**config.mk**
```make
export PLATFORM = sky130hd
export DESIGN_NAME = lp_quad_tx
export DESIGN_NICKNAME = d
export VERILOG_FILES = /design/src/rtl/lp_pkg.sv /design/src/rtl/lp_sync.sv /design/src/rtl/lp_ctrl.sv /design/src/rtl/lp_dpath.sv /design/src/rtl/lp_quad_tx.sv
export SDC_FILE = /design/constraint.sdc
export NUM_CORES = 1
export LEC_CHECK = 0
export ABC_AREA = 1
export CAP_MARGIN = 20
export CORE_ASPECT_RATIO = 1.1
export CORE_MARGIN = 2
export CORE_UTILIZATION = 64
export DETAILED_ROUTE_END_ITERATION = 6
export DONT_BUFFER_PORTS = 1
export GPL_TIMING_DRIVEN = 0
export PLACE_DENSITY = 0.82
export SKIP_LAST_GASP = 1
export SYNTH_ARGS = -nofsm -noshare
export SYNTH_HDL_FRONTEND = slang
export SYNTH_HIERARCHICAL = 1
export SYNTH_SLANG_ARGS = --single-unit
```
**constraint.sdc**
```tcl
create_clock -name clk -period 3.7 [get_ports clk]
set_clock_uncertainty 0.1 [all_clocks]
set_input_delay 0.185 -clock clk [delete_from_list [all_inputs] [get_ports clk]]
set_output_delay 0.185 -clock clk [all_outputs]
set_load 0.03 [all_outputs]
```
**src/rtl/lp_pkg.sv**
```systemverilog
package lp_pkg;

  typedef enum logic [1:0] {
    ST_IDLE = 2'd0,
    ST_REQ  = 2'd1,
    ST_XFER = 2'd2,
    ST_HOLD = 2'd3
  } lp_state_e;

endpackage

```
**src/rtl/lp_sync.sv**
```systemverilog
module lp_sync #(
  parameter int STAGES = 2
) (
  input  logic clk,
  input  logic rst_n,
  input  logic d,
  output logic q
);

  logic [STAGES-1:0] pipe_q;

  always_ff @(posedge clk or negedge rst_n) begin
    if (!rst_n) begin
      pipe_q <= '0;
    end else begin
      pipe_q[0] <= d;
      for (int i = 1; i < STAGES; i++) begin
        pipe_q[i] <= pipe_q[i-1];
      end
    end
  end

  assign q = pipe_q[STAGES-1];

endmodule

```
**src/rtl/lp_ctrl.sv**
```systemverilog
module lp_ctrl
  import lp_pkg::*;
#(
  parameter int QUAD_BYTES = 16,
  parameter int REQ_CYC    = 12,
  parameter int WIN_CYC    = 12
) (
  input  logic clk,
  input  logic rst_n,
  input  logic chk_en,
  input  logic valid_i,
  input  logic hs_s,
  output logic accept_o,
  output logic adv_o,
  output logic chk_o,
  output logic stb_o,
  output logic vld_o
);

  localparam int IDX_W   = $clog2(QUAD_BYTES + 1);
  localparam int CNT_MAX = (REQ_CYC > WIN_CYC) ? REQ_CYC : WIN_CYC;
  localparam int CNT_W   = $clog2(CNT_MAX + 1);

  lp_state_e        st_q, st_n;
  logic [CNT_W-1:0] cnt_q, cnt_n;
  logic [IDX_W-1:0] idx_q, idx_n;
  logic             low_q, low_n;
  logic             stb_q, stb_n;
  logic             vld_q, vld_n;
  logic             last_data;
  logic             last_byte;
  logic             accept;

  assign last_data = (idx_q == IDX_W'(QUAD_BYTES - 1));
  assign last_byte = (last_data && !chk_en) || (idx_q == IDX_W'(QUAD_BYTES));

  always_comb begin
    st_n   = st_q;
    cnt_n  = cnt_q;
    idx_n  = idx_q;
    low_n  = low_q;
    stb_n  = stb_q;
    vld_n  = 1'b0;
    accept = 1'b0;
    unique case (st_q)
      ST_IDLE: begin
        stb_n = 1'b1;
        if (valid_i) begin
          st_n  = ST_REQ;
          cnt_n = '0;
          stb_n = 1'b0;
        end
      end
      ST_REQ: begin
        stb_n = 1'b0;
        if (cnt_q == CNT_W'(REQ_CYC - 1)) begin
          if (hs_s && valid_i) accept = 1'b1;
        end else begin
          cnt_n = cnt_q + CNT_W'(1);
        end
      end
      ST_XFER: begin
        low_n = low_q | ~hs_s;
        if (last_byte) begin
          if (valid_i && hs_s && !low_q) begin
            accept = 1'b1;
          end else if (!valid_i) begin
            st_n  = ST_IDLE;
            stb_n = 1'b1;
          end else begin
            st_n  = ST_HOLD;
            cnt_n = '0;
            stb_n = 1'b0;
          end
        end else begin
          idx_n = idx_q + IDX_W'(1);
          stb_n = ~stb_q;
          vld_n = 1'b1;
        end
      end
      ST_HOLD: begin
        stb_n = 1'b0;
        if (hs_s && valid_i) begin
          accept = 1'b1;
        end else if (hs_s || (cnt_q == CNT_W'(WIN_CYC - 1))) begin
          st_n  = ST_IDLE;
          stb_n = 1'b1;
        end else begin
          cnt_n = cnt_q + CNT_W'(1);
        end
      end
      default: st_n = ST_IDLE;
    endcase
    if (accept) begin
      st_n  = ST_XFER;
      idx_n = '0;
      low_n = 1'b0;
      stb_n = ~stb_q;
      vld_n = 1'b1;
    end
  end

  always_ff @(posedge clk or negedge rst_n) begin
    if (!rst_n) begin
      st_q  <= ST_IDLE;
      cnt_q <= '0;
      idx_q <= '0;
      low_q <= 1'b0;
      stb_q <= 1'b1;
      vld_q <= 1'b0;
    end else begin
      st_q  <= st_n;
      cnt_q <= cnt_n;
      idx_q <= idx_n;
      low_q <= low_n;
      stb_q <= stb_n;
      vld_q <= vld_n;
    end
  end

  assign accept_o = accept;
  assign adv_o    = (st_q == ST_XFER) && !last_byte && !last_data && !accept;
  assign chk_o    = (st_q == ST_XFER) && last_data && chk_en && !accept;
  assign stb_o    = stb_q;
  assign vld_o    = vld_q;

endmodule

```
**src/rtl/lp_dpath.sv**
```systemverilog
module lp_dpath #(
  parameter int BYTE_W     = 8,
  parameter int QUAD_BYTES = 16
) (
  input  logic                         clk,
  input  logic                         rst_n,
  input  logic [BYTE_W*QUAD_BYTES-1:0] word_i,
  input  logic                         load_i,
  input  logic                         adv_i,
  input  logic                         chk_i,
  output logic [BYTE_W-1:0]            byte_o
);

  localparam int WORD_W = BYTE_W * QUAD_BYTES;

  logic [WORD_W-1:0] sh_q, sh_n;
  logic [BYTE_W-1:0] par_q, par_n;
  logic [BYTE_W-1:0] dat_q, dat_n;
  logic              en;

  function automatic logic [BYTE_W-1:0] fold(input logic [WORD_W-1:0] w);
    logic [BYTE_W-1:0] acc;
    acc = '0;
    for (int i = 0; i < QUAD_BYTES; i++) begin
      acc = acc ^ w[i*BYTE_W +: BYTE_W];
    end
    return acc;
  endfunction

  assign en = load_i | adv_i | chk_i;

  always_comb begin
    sh_n  = sh_q;
    par_n = par_q;
    dat_n = dat_q;
    if (load_i) begin
      sh_n  = word_i;
      par_n = fold(word_i);
      dat_n = word_i[BYTE_W-1:0];
    end else if (adv_i) begin
      sh_n  = sh_q >> BYTE_W;
      dat_n = sh_q[2*BYTE_W-1 -: BYTE_W];
    end else if (chk_i) begin
      dat_n = par_q;
    end
  end

  always_ff @(posedge clk or negedge rst_n) begin
    if (!rst_n) begin
      sh_q  <= '0;
      par_q <= '0;
      dat_q <= '0;
    end else if (en) begin
      sh_q  <= sh_n;
      par_q <= par_n;
      dat_q <= dat_n;
    end
  end

  assign byte_o = dat_q;

endmodule

```
**src/rtl/lp_quad_tx.sv**
```systemverilog
module lp_quad_tx #(
  parameter int BYTE_W      = 8,
  parameter int QUAD_BYTES  = 16,
  parameter int REQ_CYC     = 12,
  parameter int WIN_CYC     = 12,
  parameter int SYNC_STAGES = 2
) (
  input  logic                         clk,
  input  logic                         rst_n,
  input  logic                         chk_en,
  input  logic [BYTE_W*QUAD_BYTES-1:0] word_i,
  input  logic                         word_valid_i,
  output logic                         word_ready_o,
  input  logic                         hs_i,
  output logic                         stb_o,
  output logic [BYTE_W-1:0]            byte_o,
  output logic                         byte_vld_o
);

  logic hs_s;
  logic accept;
  logic adv;
  logic chk;

  lp_sync #(.STAGES(SYNC_STAGES)) u_sync (
    .clk   (clk),
    .rst_n (rst_n),
    .d     (hs_i),
    .q     (hs_s)
  );

  lp_ctrl #(
    .QUAD_BYTES (QUAD_BYTES),
    .REQ_CYC    (REQ_CYC),
    .WIN_CYC    (WIN_CYC)
  ) u_ctrl (
    .clk      (clk),
    .rst_n    (rst_n),
    .chk_en   (chk_en),
    .valid_i  (word_valid_i),
    .hs_s     (hs_s),
    .accept_o (accept),
    .adv_o    (adv),
    .chk_o    (chk),
    .stb_o    (stb_o),
    .vld_o    (byte_vld_o)
  );

  lp_dpath #(
    .BYTE_W     (BYTE_W),
    .QUAD_BYTES (QUAD_BYTES)
  ) u_dpath (
    .clk    (clk),
    .rst_n  (rst_n),
    .word_i (word_i),
    .load_i (accept),
    .adv_i  (adv),
    .chk_i  (chk),
    .byte_o (byte_o)
  );

  assign word_ready_o = accept;

endmodule

```
======== Yosys cells after proc, flatten, opt, wreduce, memory -nomap -nowiden ========
Index checks and enable logic that the tools add are counted.
storage, ports and cells
  register bits ........................... 160
  bits of input ports ..................... 133
  output and inout bits ................... 11
  logic and storage cells ................. 117
operators by class
  add/sub/neg operators ................... 2
  equal/unequal tests ..................... 18
  multiplexer cells ....................... 40
  bitwise operators ....................... 20
  reductions and logical operators ........ 27
operator list
  operator             number
  $mux 128             2
  $xor 8x8->8          15
  $mux 4               6
  $mux 8               3
  $pmux 4 s4           1
  $mux 1               15
  $mux 5               3
  $mux 2               7
  $ne 2x2->1 const B   5
  $logic_and 1x1->1    9
  $ne 3x2->1 const B   3
  $reduce_and 2->1     4
  $ne 3x1->1 const B   2
  $pmux 2 s3           1
  $reduce_and 6->1     1
  $add 5x1->5 const B  1
  $eq 5x4->1 const B   1
  $eq 5x5->1 const B   1
  $logic_not 1->1      5
  $reduce_and 5->1     1
  $add 4x1->4 const B  1
  $eq 2x2->1 const B   2
  $eq 4x4->1 const B   1
  $ne 4x4->1 const B   1
  other kinds (11)     16

======== Longest topological paths before layout ========
  depth after elaboration ................. 15
  mapped depth ............................ 19
  gate-level depth less buffers ........... 16

======== Hierarchy ========
Netlist, hierarchy kept.
modules (own cells, without submodules)
  module    times used  cells an instance  area an instance (um^2)  sequential area each (um^2)
  lp_dpath  1           959                7561.0                   3403.3
  lp_ctrl   1           137                1056.0                   351.6
  lp_sync   1           2                  50.0                     50.0

======== Least setup slack after synthesis ========
Ideal clock, no wire load.
  kind .................................... register to register
  start ................................... reg u_ctrl.idx_q[0]
  end ..................................... reg u_dpath.dat_q[5], in the netlist u_dpath/byte_o[5]
  setup time .............................. 0.122 ns
  arrival time ............................ 2.538 ns
  required time ........................... 3.478 ns
  path slack .............................. 0.940 ns
  cell stages (with the launch flop) ...... 18
  buffers on the path ..................... 3
  period minus slack after synthesis ...... 2.760 ns
  cells stage by stage .................... dfrtp_1 -> ha_1 -> and3_1 -> ha_1 -> nand2_1 -> nand2_4 -> nand2_4 -> nand3_4 -> nand2_4 -> inv_4 -> buf_4 -> nor2_8 -> inv_2 -> or2_1 -> buf_2 -> buf_6 -> o211ai_2 -> o21ai_2
on the way
  cells in the longest elaborated chain, start to end .. 10
  elaborated cells on any way between the ends .. 21
  classes of those cells .................. 2 x eq/ne; 4 x mux; 2 x bitwise; 13 x reduce/logical
ends and longest elaborated chain
  what                        line                            source
  from (decl)                 lp_ctrl.sv:26                   logic [IDX_W-1:0] idx_q, idx_n;
  from (signal assigned)      lp_ctrl.sv:114                  idx_q <= idx_n;
  $eq 5x4->1                  lp_ctrl.sv:34                   assign last_data = (idx_q == IDX_W'(QUAD_BYTES - 1));
  $logic_and 1x1->1           lp_ctrl.sv:35                   assign last_byte = (last_data && !chk_en) || (idx_q == IDX_W'(QUAD_BYTES));
  $logic_or 1x1->1 *          lp_ctrl.sv:35
  $mux 1 *                    lp_ctrl.sv:64                   if (last_byte) begin
  $pmux 1 s3 *                lp_ctrl.sv:45                   unique case (st_q)
  named net word_ready_o      lp_quad_tx.sv:13                output logic word_ready_o,
  $logic_not 1->1             lp_ctrl.sv:122, lp_ctrl.sv:123
  $logic_and 1x1->1           lp_ctrl.sv:122                  assign adv_o = (st_q == ST_XFER) && !last_byte && !last_data && !accept;
  $or 1x1->1 (2 in series)    lp_dpath.sv:30                  assign en = load_i | adv_i | chk_i;
  $reduce_and 2->1 (no line)  --
  to (signal assigned)        lp_dpath.sv:56                  dat_q <= dat_n;
  to (decl)                   lp_dpath.sv:18                  logic [BYTE_W-1:0] dat_q, dat_n;
Mark *: on every way through the listed nets, which the timed path passes. The rest lies on a longest branch.
A chain may end at the register's enable or synchronous reset.

======== Worst setup path after layout ========
  start ................................... reg u_ctrl.idx_q[0]
  end ..................................... reg u_dpath.sh_q[17]
on the way
  cells in the longest elaborated chain, start to end .. 10
  elaborated cells on any way between the ends .. 20
  classes of those cells .................. 2 x eq/ne; 3 x mux; 2 x bitwise; 13 x reduce/logical
ends and longest elaborated chain
  what                          line              source
  $eq 5x4->1                    lp_ctrl.sv:34
  $logic_and 1x1->1             lp_ctrl.sv:35
  $logic_or 1x1->1 *            lp_ctrl.sv:35
  $mux 1 *                      lp_ctrl.sv:64
  $pmux 1 s3 *                  lp_ctrl.sv:45
  named net word_ready_o        lp_quad_tx.sv:13
  $logic_not 1->1 *             lp_ctrl.sv:122
  $logic_and 1x1->1 *           lp_ctrl.sv:122
  named net adv                 lp_quad_tx.sv:22  logic adv;
  $or 1x1->1 (2 in series)      lp_dpath.sv:30
  $reduce_and 2->1 (no line) *  --
  to (signal assigned)          lp_dpath.sv:54    sh_q <= sh_n;
  to (decl)                     lp_dpath.sv:16    logic [WORD_W-1:0] sh_q, sh_n;
Marked as above.

==> results.ini <==
[synthesis]
ys_seq_elements=152
ys_types=38
syn_inst=1098
synth.avg_cell_area_um2=7.89
syn_nets=1239
netlist_area_mm2=0.00867
ys.warnings.count=6
ys_seq_area_frac=0.439

[place]
portBuffers=0
post_dp_cell_area_mm2=0.00887
hpwl_um=18100
place.gp.congestion=0.914

[job]
maxCapViolCount=0

[critical_path]
path_class=reg2reg
r2r_start=u_ctrl/idx_q[0]$_DFFE_PN0P_
reg2reg_depth=15
regToRegSetupSlack_ns=0.25
cp_max_fo=10
critPathLaunchType=flop
cp-end-kind=flop
required_ns=3.88
cp.arrival_ns=3.64
r2r-end=u_dpath/sh_q[17]$_DFFE_PN0P_

[global_routing]
overflow=0
grt_usage=0.417
grt_max_degree=153
grt_pass1_vias=8851
antenna_found_initial=1
grt_pass1_wl_um=45500

[drt]
routed_wirelength_um=29600
viasPerCell=6.20
wl_met1_um=10300
initialDrtViolationCount=998
ant_nets=0
wl_met2_um=13700
drtPass1Iterations=6
wl_per_cell_um=20.8
vias=8801
route.met3.wl_um=3690
drc_errors=0
top_layer=met5

[run_status]
status=finished, violations left
violations=negative hold slack

[timing]
tightestPinTransition_ns=0.619
worst_slew_margin_rel=0.587
slew_viol_final=0
holdWs_ns=-0.647
rsz0062_at_grt=false
fin_tns_setup_ns=0
fmax_mhz=290
final_hold_viol_count=152
fin_crit_ns=3.45
finalSetupViolCount=0
period_share=0.933

[finish]
nets=1387
drive_above_1_share=0.0683
syn_to_final_growth_pct=24.3
nFillCells=805
final_cell_area_mm2=0.0108
antenna_cells=0

[clocking]
h-tree-depth=4
cts.sinks=152
cts_tree=yes
cts_hold_buf=129
postCtsSetupBuffers=0
clk_pin_slew_ns=0.06
cts_buffers=17
clockBufferDepth=2
worstSkewPairLatency_ns=0.43
cts_root_buf=clkbuf_16

[worst_hold_path]
hp-class=in2async

[floorplan]
coreArea_mm2=0.0132
initial_core_util=0.656
pin_count=144
die_h_um=126
die_area_mm2=0.0145
num_rows=44
die_w_um=115

[pwr]
peakVddDrop_v=0.000355
leakagePower_uw=0.00543
power_density_mw_per_mm2=408

Yosys cell counts:
cell	count	area, um^2
nand4_1	13	81.3
inv_4	1	6.26
nand3b_1	2	15.0
nand2_4	6	67.6
nor2_4	1	11.3
nand2_1	176	661
o211ai_1	6	45.0
clkbuf_1	31	116
dfrtp_1	151	3780
nor2_8	1	20.0
o22ai_1	25	156
buf_1	7	26.3
nor3_2	1	10.0
nand4_2	1	12.5
xnor2_1	54	473
nand3_1	31	155
or2_1	1	6.26
o21a_1	1	7.51
nand2_2	5	31.3
o21ai_0	53	265
buf_6	1	11.3
inv_1	173	649
and3_1	1	6.26
nor2_1	27	101
a31oi_1	16	100
o211ai_2	2	25.0
xor2_1	37	324
ha_1	8	100
o21ai_2	8	70.1
inv_2	2	7.51
dfstp_2	1	26.3
buf_4	1	7.51
nand3_4	1	17.5
a21oi_1	231	1160
buf_2	17	85.1
or2_2	3	18.8
nand3_2	1	10.0
o21ai_1	1	5.00
what timing repair did:
item                                   in CTS  in global routing
endpoints found under the hold margin     282                152
resized for setup                           0                  4
setup endpoints to repair                   0                 12
cell families (layout without fill, tap and decap cells):
family / after synthesis / after routing / share of synthesized area
AOI/OAI and AO/OA: 343 / 343 / 0.211
and+or+nand+nor: 271 / 271 / 0.141
xor gates and xnor gates: 91 / 91 / 0.0920
DFF: 152 / 152 / 0.439
adders and majority gates: 8 / 8 / 0.0115
buffers and inverters: 233 / 394 / 0.105
placed cells by master, fill, tap and decap left out, types with 3 or more instances in the layout:
cell,n
o22ai_1,25
a31oi_1,16
nand4_1,13
ha_1,8
a21oi_1,231
o21ai_2,8
or2_2,3
nand2_2,5
nor2_1,27
inv_1,173
dlygate4sd3_1,129
clkinv_2,3
buf_1,7
dfrtp_1,151
clkinvlp_4,6
clkbuf_1,30
xor2_1,37
xnor2_1,54
nand2_1,176
buf_2,17
nand2_4,6
nand3_1,31
clkbuf_16,17
o211ai_1,6
bufinv_16,3
o21ai_0,53
layer usage:
layer | GRT usage | vias up
met2 | 0.661 | 680
met5 | 0 | -
li1 | - | 3876
met3 | 0.136 | 179
met4 | 0.246 | 2
met1 | 0.494 | 4064
power by group:
group / switching (uW) / internal [uW]
Sequential: 93.0 / 1790
Clock: 689 / 1090
Combinational: 406 / 328
Total: 1190 / 3210
worst max-delay path by stage:
stage / from / endpoint / slack, ns / cells after the start
floorplan: u_ctrl/idx_q[0]$_DFFE_PN0P_ / u_dpath/byte_o[5]$_DFFE_PN0N_ / 0.94 / 17
global placement: u_ctrl/idx_q[0]$_DFFE_PN0P_ / u_dpath/sh_q[90]$_DFFE_PN0P_ / 0.33 / 16
detailed placement: u_ctrl/idx_q[0]$_DFFE_PN0P_ / u_dpath/sh_q[88]$_DFFE_PN0P_ / 0.26 / 16
CTS: u_ctrl/idx_q[0]$_DFFE_PN0P_ / u_dpath/sh_q[88]$_DFFE_PN0P_ / 0.19 / 16
global route: u_ctrl/idx_q[0]$_DFFE_PN0P_ / u_dpath/sh_q[75]$_DFFE_PN0P_ / 0.08 / 16
finish: u_ctrl/idx_q[0]$_DFFE_PN0P_ / u_dpath/sh_q[17]$_DFFE_PN0P_ / 0.25 / 15
per-stage QoR:
stage | setup slack [ns] | total power, uW | instances | util | hold WS (ns)
2_1_floorplan | 0.940 | 2360 | 1098 | - | -0.211
3_3_place_gp | 0.329 | 2450 | 1259 | 0.671 | -0.202
3_5_place_dp | 0.261 | 2480 | 1259 | 0.671 | -0.202
4_1_cts | 0.189 | 4360 | 1420 | 0.815 | -0.658
5_1_grt | 0.0846 | 4570 | 1420 | 0.815 | -0.666
6_report | 0.247 | 4400 | 1420 | 0.815 | -0.647
final cells by class:
class,instances,area [um^2],share of cell area
multi-input cells,713,3950,0.367
flip-flops and latches,152,3800,0.353
repair buffers,129,1290,0.120
inverters,176,663,0.0616
clock buffers,20,457,0.0424
plain buffers,57,249,0.0231
well taps,161,201,0.0187
clock inverters,12,150,0.0139
registers in the layout (all words and copies together), names as in the netlist:
name,count
u_ctrl/cnt_q,4
u_ctrl/idx_q,5
u_ctrl/low_q,1
u_ctrl/st_q,2
u_ctrl/stb_o,1
u_ctrl/vld_o,1
u_dpath/byte_o,8
u_dpath/par_q,8
u_dpath/sh_q,120
u_sync/pipe_q,2
worst max-delay path: stages, from the launching register on:
cell and delay, ns:
dfrtp_1 0.41, ha_1 0.23, and3_1 0.19, ha_1 0.22, nand2_1 0.14, nand2_4 0.11, nand2_4 0.08, nand3_4 0.10
nand2_4 0.17, inv_4 0.11, nor3_2 0.11, buf_2 0.36, clkbuf_1 0.45, a21oi_1 0.29, a21oi_1 0.18, a21oi_1 0.06
(Power assumes the default switching activity.)
